File: config.mk
export PLATFORM = sky130hd
export DESIGN_NAME = brctl_top
export DESIGN_NICKNAME = d
export VERILOG_FILES = /design/src/rtl/brctl_pkg.sv /design/src/rtl/brctl_regs.sv /design/src/rtl/brctl_swap.sv /design/src/rtl/brctl_irq.sv /design/src/rtl/brctl_top.sv
export SDC_FILE = /design/constraint.sdc
export NUM_CORES = 1
export LEC_CHECK = 0
export BUFFER_PORTS_ARGS = -buffer_cell sky130_fd_sc_hd__buf_2
export CORE_MARGIN = 10
export CORE_UTILIZATION = 35
export CTS_BUF_LIST = sky130_fd_sc_hd__clkbuf_4 sky130_fd_sc_hd__clkbuf_8 sky130_fd_sc_hd__clkbuf_16
export DETAILED_ROUTE_END_ITERATION = 12
export GPL_TIMING_DRIVEN = 0
export PLACE_DENSITY = 0.8
export SYNTH_ARGS = -nofsm -noshare
export SYNTH_HDL_FRONTEND = slang
export SYNTH_HIERARCHICAL = 1
export SYNTH_SLANG_ARGS = --single-unit
File: constraint.sdc
create_clock -name clk -period 1.8 [get_ports clk]
set_input_delay 0.27 -clock clk [delete_from_list [all_inputs] [get_ports clk]]
set_output_delay 0.27 -clock clk [all_outputs]
set_load 0.02 [all_outputs]
File: src/rtl/brctl_pkg.sv
package brctl_pkg;
  localparam int          WIN_ADDR_W = 12;
  localparam int          CTRL_W     = 8;
  localparam logic [11:0] OFF_ORDER  = 12'h000;
  localparam logic [11:0] OFF_IRQEN  = 12'h010;
  localparam logic [7:0]  ORDER_BIG  = 8'h02;

  // Full-offset match of a window address.
  function automatic logic hit(input logic [WIN_ADDR_W-1:0] a,
                               input logic [WIN_ADDR_W-1:0] off);
    return a == off;
  endfunction

  // Byte-order code to swap decision.
  function automatic logic order_swaps(input logic [CTRL_W-1:0] code);
    return code == ORDER_BIG;
  endfunction
endpackage

File: src/rtl/brctl_regs.sv
module brctl_regs
  import brctl_pkg::*;
#(
  parameter int DATA_W = 32
) (
  input  logic                  clk,
  input  logic                  rst_n,
  input  logic                  req,
  input  logic                  we,
  input  logic [WIN_ADDR_W-1:0] addr,
  input  logic [DATA_W-1:0]     wdata,
  output logic [DATA_W-1:0]     rdata,
  output logic                  ack,
  output logic [CTRL_W-1:0]     order_q,
  output logic [CTRL_W-1:0]     irqen_q
);
  localparam int PAD_W = DATA_W - CTRL_W;

  logic sel_order, sel_irqen;
  logic [CTRL_W-1:0] rd_byte;
  logic unused_wdata_hi;

  assign sel_order       = hit(addr, OFF_ORDER);
  assign sel_irqen       = hit(addr, OFF_IRQEN);
  assign unused_wdata_hi = ^wdata[DATA_W-1:CTRL_W];

  always_comb begin
    rd_byte = '0;
    if (sel_order)      rd_byte = order_q;
    else if (sel_irqen) rd_byte = irqen_q;
  end

  always_ff @(posedge clk or negedge rst_n) begin
    if (!rst_n) begin
      order_q <= '0;
      irqen_q <= '0;
    end else if (req && we) begin
      if (sel_order) order_q <= wdata[CTRL_W-1:0];
      if (sel_irqen) irqen_q <= wdata[CTRL_W-1:0];
    end
  end

  always_ff @(posedge clk or negedge rst_n) begin
    if (!rst_n) begin
      ack   <= 1'b0;
      rdata <= '0;
    end else begin
      ack   <= req;
      rdata <= (req && !we) ? {{PAD_W{1'b0}}, rd_byte} : '0;
    end
  end
endmodule

File: src/rtl/brctl_swap.sv
module brctl_swap #(
  parameter int DATA_W = 32
) (
  input  logic              swap_en,
  input  logic [DATA_W-1:0] down_in,
  output logic [DATA_W-1:0] down_out,
  input  logic [DATA_W-1:0] up_in,
  output logic [DATA_W-1:0] up_out
);
  localparam int LANES = DATA_W / 8;

  logic [DATA_W-1:0] down_rev, up_rev;

  for (genvar g = 0; g < LANES; g++) begin : g_lane
    assign down_rev[8*g +: 8] = down_in[8*(LANES-1-g) +: 8];
    assign up_rev[8*g +: 8]   = up_in[8*(LANES-1-g) +: 8];
  end

  assign down_out = swap_en ? down_rev : down_in;
  assign up_out   = swap_en ? up_rev   : up_in;
endmodule

File: src/rtl/brctl_irq.sv
module brctl_irq #(
  parameter int NUM_INT     = 4,
  parameter int SYNC_STAGES = 2
) (
  input  logic               clk,
  input  logic               rst_n,
  input  logic [NUM_INT-1:0] int_n,
  input  logic               enable,
  output logic               any_req,
  output logic               irq_out
);
  logic [NUM_INT-1:0] stage [SYNC_STAGES];

  for (genvar s = 0; s < SYNC_STAGES; s++) begin : g_sync
    always_ff @(posedge clk or negedge rst_n) begin
      if (!rst_n) stage[s] <= '1;
      else if (s == 0) stage[s] <= int_n;
      else stage[s] <= stage[(s == 0) ? 0 : s-1];
    end
  end

  assign any_req = |(~stage[SYNC_STAGES-1]);

  always_ff @(posedge clk or negedge rst_n) begin
    if (!rst_n) irq_out <= 1'b0;
    else        irq_out <= any_req & enable;
  end
endmodule

File: src/rtl/brctl_top.sv
module brctl_top
  import brctl_pkg::*;
#(
  parameter int DATA_W      = 32,
  parameter int NUM_INT     = 4,
  parameter int SYNC_STAGES = 2
) (
  input  logic                  clk,
  input  logic                  rst_n,
  input  logic                  reg_req,
  input  logic                  reg_we,
  input  logic [WIN_ADDR_W-1:0] reg_addr,
  input  logic [DATA_W-1:0]     reg_wdata,
  output logic [DATA_W-1:0]     reg_rdata,
  output logic                  reg_ack,
  input  logic [DATA_W-1:0]     host_wdata,
  output logic [DATA_W-1:0]     pci_wdata,
  input  logic [DATA_W-1:0]     pci_rdata,
  output logic [DATA_W-1:0]     host_rdata,
  input  logic [NUM_INT-1:0]    pci_int_n,
  output logic                  host_irq
);
  logic [CTRL_W-1:0] order_q, irqen_q;
  logic swap_active, irq_enabled, irq_pending;
  logic unused_irqen_hi;

  assign swap_active     = order_swaps(order_q);
  assign irq_enabled     = irqen_q[0];
  assign unused_irqen_hi = ^irqen_q[CTRL_W-1:1];

  brctl_regs #(.DATA_W(DATA_W)) u_regs (
    .clk(clk), .rst_n(rst_n), .req(reg_req), .we(reg_we), .addr(reg_addr),
    .wdata(reg_wdata), .rdata(reg_rdata), .ack(reg_ack),
    .order_q(order_q), .irqen_q(irqen_q)
  );

  brctl_swap #(.DATA_W(DATA_W)) u_swap (
    .swap_en(swap_active),
    .down_in(host_wdata), .down_out(pci_wdata),
    .up_in(pci_rdata),    .up_out(host_rdata)
  );

  brctl_irq #(.NUM_INT(NUM_INT), .SYNC_STAGES(SYNC_STAGES)) u_irq (
    .clk(clk), .rst_n(rst_n), .int_n(pci_int_n), .enable(irq_enabled),
    .any_req(irq_pending), .irq_out(host_irq)
  );
endmodule

== Yosys cells after proc, flatten, opt, wreduce, memory -nomap -nowiden ==
Cells that the tools add are included.
Storage, ports and cells
  bits in registers: 58
  input port bits: 116
  output and inout bits: 98
  logic and storage cells: 23
Operators by class
  equality and inequality tests: 2
  mux-type cells: 5
  bitwise operators: 2
  reduce and logical (&&, ||, !) cells: 7
Operator list (count)
  $mux W32: 2
  $mux W8: 3
  $eq A12 B5 Y1 const B: 1
  $logic_not A12 Y1: 1
  $eq A8 B2 Y1 const B: 1
  $not A4 Y4: 1
  $reduce_and A2 Y1: 2
  $reduce_or A4 Y1: 1
  $logic_and A1 B1 Y1: 2
  $and A1 B1 Y1: 1
  $logic_not A1 Y1: 1

== Depth between registers and ports, before layout ==
  word-level depth: 4
  mapped depth: 5
  depth with buffers taken out: 3

== Cells and area by module ==
The synthesis kept the hierarchy.
By module, submodules not included
  brctl_regs: times used 1, cells each 92, area each 1203.7 µm², sequential area each 625.6 µm²
  brctl_swap: times used 1, cells each 71, area each 1077.3 µm², sequential area each 0.0 µm²
  brctl_irq: times used 1, cells each 11, area each 247.7 µm², sequential area each 235.2 µm²
  brctl_top: times used 1, cells each 3, area each 20.0 µm², sequential area each 0.0 µm²

== Worst setup path before layout ==
Ideal clock, no wire load.
  path kind: input-to-reg
  start: in reg_addr[9]
  end: reg u_regs.irqen_q[0]
  setup time: 125 ps
  data arrival time: 1695 ps
  required time: 1675 ps
  slack: -20 ps
  stages: 3
  path buffers: 0
  cell sequence: or4_4 nor4_4 mux2_2
Between the ends
  longest elaborated chain between the ends: 2
RTL lines
  from (decl): line brctl_top.sv:12  | input logic [WIN_ADDR_W-1:0] reg_addr,
  $eq A12 B5 Y1: line brctl_pkg.sv:11  | return a == off;
  $reduce_and A2 Y1 (no line)
  to (signal assigned): line brctl_regs.sv:39  | if (sel_irqen) irqen_q <= wdata[CTRL_W-1:0];
  to (decl): line brctl_regs.sv:15  | output logic [CTRL_W-1:0] irqen_q
No other way between the ends.
A chain may end at the register's enable or synchronous reset.

== Final worst setup path ==
  start: reg u_regs.order_q[7]
  end: out host_rdata[4]
Between the ends
  longest elaborated chain between the ends: 2
RTL lines
  from (decl): line brctl_regs.sv:14  | output logic [CTRL_W-1:0] order_q,
  from (signal assigned): line brctl_regs.sv:38  | if (sel_order) order_q <= wdata[CTRL_W-1:0];
  $eq A8 B2 Y1: line brctl_pkg.sv:16  | return code == ORDER_BIG;
  via swap_active: line brctl_top.sv:24  | logic swap_active, irq_enabled, irq_pending;
  $mux W32: line brctl_swap.sv:20  | assign up_out = swap_en ? up_rev : up_in;
  to (decl): line brctl_top.sv:19  | output logic [DATA_W-1:0] host_rdata,
The timed path passes the listed nets, and every way through them passes these cells.

==> impl_metrics.yaml <==
status:
  violations: "negative setup slack"
  outcome: "complete, but fails checks"
synthesis:
  ys_seq_area_share_pct: 33.8
  synthTopCellsByArea: "mux2_4, dfrtp_1, mux2_2"
  synth_edf_count: 0
  synth-seq-cells: 34
  ys.flop_type: "dfrtp_1"
  synth_top_cell_area_share_pct: 35.3
  synth_cell_type_count: 21
  async_reset_ff_share_pct: 100
  syn_area_um2: 2550
  syn_area_per_cell_um2: 14.4
  syn_inst: 177
  synth_warnings: 6
  yosys.area.top_type: "mux2_4"
floorplan:
  row_count: 31
  die_x_um: 105
  coreArea_um2: 7180
  dieArea_um2: 11100
  initial_core_util_pct: 35.5
  fp.dieH_um: 105
  ioPinCount: 214
sta:
  post-route-worst-setup-slack_ns: -0.476
  tightest_slew_ns: 0.718
  drv_slew: 0
  period_needed_ns: 2.28
  skew_ns: 0.0109
  finalSetupViolations: 64
  hold_viol_final: 0
  rsz0062_at_grt: "true"
  max_slew_margin_pct: 52.1
  max_freq_mhz: 439
  min_period_over_period_pct: 126
finish:
  final_layout_size_suffix_gt1_share_pct: 79.7
  area_growth_pct: 59.8
  final_cell_mix: "buf_2, mux2_4, buf_6"
  final_cell_area_um2: 4070
  layout.nets: 490
  final_common_cell: "buf_2"
  diodes: 0
setup_path:
  cp.arrival_ns: 2.01
  endpoint_kind: "output port"
  r2r_setup_slack_ns: 0.96
  critical_path.most_common_cell: "buf_12"
  path_delay_family: "simple AND/OR/NAND/NOR gates"
  cp_num_buf_inv: 3
  crit_path_start_kind: "register"
  required_ns: 1.53
  slowest_stage: "dfrtp_1"
  critPathKind: "reg2out"
  worstPathMaxFanout: 10
  crit_chain: "nor4_1 > and4b_1 > buf_12 > buf_12 > mux2_4 > buf_2"
  max_stage_delay_ns: 0.40
power:
  switchingPower_uw: 564
  power_density_nw_per_um2: 498
  pwr-share-clk_pct: 29.6
  p_sw_share_pct: 27.8
  share_seq_of_total_power_pct: 38.8
  p_comb_share_pct: 31.6
  intPower_mw: 1.46
  power.total_mw: 2.03
  leakage_nw: 2.16
  vdd_drop_max_mv: 0.605
cts:
  htreeDepth: 2
  insertion_delay_ns: 0.29
  cts_tree: "done"
  cts_hold_buf: 0
  path_clk_slew_ns: 0.07
  clkSinkCount: 34
  clock_path_buffers: 2
  cts_buffers: 5
  clock-root-buffer: "clkbuf_8"
placement:
  gp_congestion: 0.793
  pre_cts_slack_ns: -0.288
  placed_area_um2: 3580
  port_buffers: 164
  dp_hpwl_um: 6520
drt:
  routed-via-count: 2087
  first_iter_violations: 30
  drc_errors: 0
  drt-vias-per-instance: 4.40
  ant_nets: 0
  routed_wl_um: 7950
  post_drt_wl_per_cell_um: 16.8
  drt-pass1-iter-count: 4
global_route:
  grtUsageMet1_pct: 13.2
  grt_pass1_wl_um: 12200
  use_met2_pct: 25.1
  antenna_found_initial: 0
  first_global_vias: 2303
  overflow: 0
  grt.busiest_layer: "met2"
  track_usage_pct: 13.3
  grt_use_met3_pct: 5.36
  grt_max_degree: 35
worst_hold_path:
  holdCritPathClass: "in2async"
run:
  max_cap_violations: 0
==> metal layers <==
metal	vias to the layer above	part of all wire [%]
met2	109	52
met1	992	36
met5	-	0
met3	7	10
li1	979	-
met4	0	1.0
==> stage by stage <==
step                      util, %  TNS, ns  cells  hold WS (ns)
after global routing         56.8   -33.68    474        0.0627
after detailed placement     49.9   -17.72    463         0.347
after global placement       49.9   -18.03    463         0.346
final                        56.8   -28.90    474        0.0300
after CTS                    56.1   -30.53    471        0.0451
after floorplan                 -   -0.291    200       -0.0256
==> kinds of logic (layout without fill, tap and decap cells) <==
family / Yosys count / after routing / share of synthesized area, %
and+or+nand+nor: 21 / 21 / 6.23
DFF: 34 / 34 / 33.8
buffers and inverters: 33 / 208 / 12.5
muxes: 88 / 88 / 47.3
other: 1 / 24 / 0.147
==> flip-flops by register name (all words and copies together), names as in the netlist <==
signal / flops
u_regs/order_q: 8
u_regs/rdata: 8
u_irq/stage: 8
u_regs/irqen_q: 8
u_irq/irq_out: 1
u_regs/ack: 1
==> synth_stat cells, types with 2 or more instances <==
library cell and count:
mux2_2 20, mux2i_1 8, clkbuf_1 2, buf_4 24
or4_4 2, dfrtp_1 26, dfstp_2 8, buf_12 6
nor4_4 2, nor2_1 9, mux2_4 60
==> worst paths after layout <==
path                                                from                       endpoint  cells past startpoint
max                        u_regs/order_q[7]$_DFFE_PN0P_                  host_rdata[4]                      6
max in group asynchronous                          rst_n  u_regs/irqen_q[7]$_DFFE_PN0P_                      1
min in group clk                            pci_int_n[0]       u_irq/stage[4]$_DFF_PN1_                      1
min reg2reg                     u_irq/stage[7]$_DFF_PN1_       u_irq/stage[3]$_DFF_PN1_                      0
min                                                rst_n      u_regs/rdata[7]$_DFF_PN0_                      1
max reg2reg                     u_irq/stage[2]$_DFF_PN1_        u_irq/irq_out$_DFF_PN0_                      2
==> repair_timing <==
item	4_1_cts	5_1_grt
buffers inserted	0	3
pin swaps	0	3
hold endpoints to repair	0	0
gates resized for setup	111	8
setup endpoints to repair	64	73
==> final cells by class <==
cell class	count	area, um^2
buffer	33	328
clock buffer	8	97.6
fill	571	3100
multi-input combinational	133	1460
sequential	34	861
tap	99	124
timing repair buffer	167	1210
==> power groups by stage <==
stage / Combinational [mW] / Sequential [mW] / Clock (mW)
after detailed placement: 0.541 / 0.799 / 0
final: 0.641 / 0.786 / 0.600
after global routing: 0.679 / 0.786 / 0.658
after global placement: 0.528 / 0.799 / 0
after floorplan: 0.324 / 0.800 / 0
after CTS: 0.632 / 0.786 / 0.615
No activity file was read; power rests on OpenSTA's default activity.
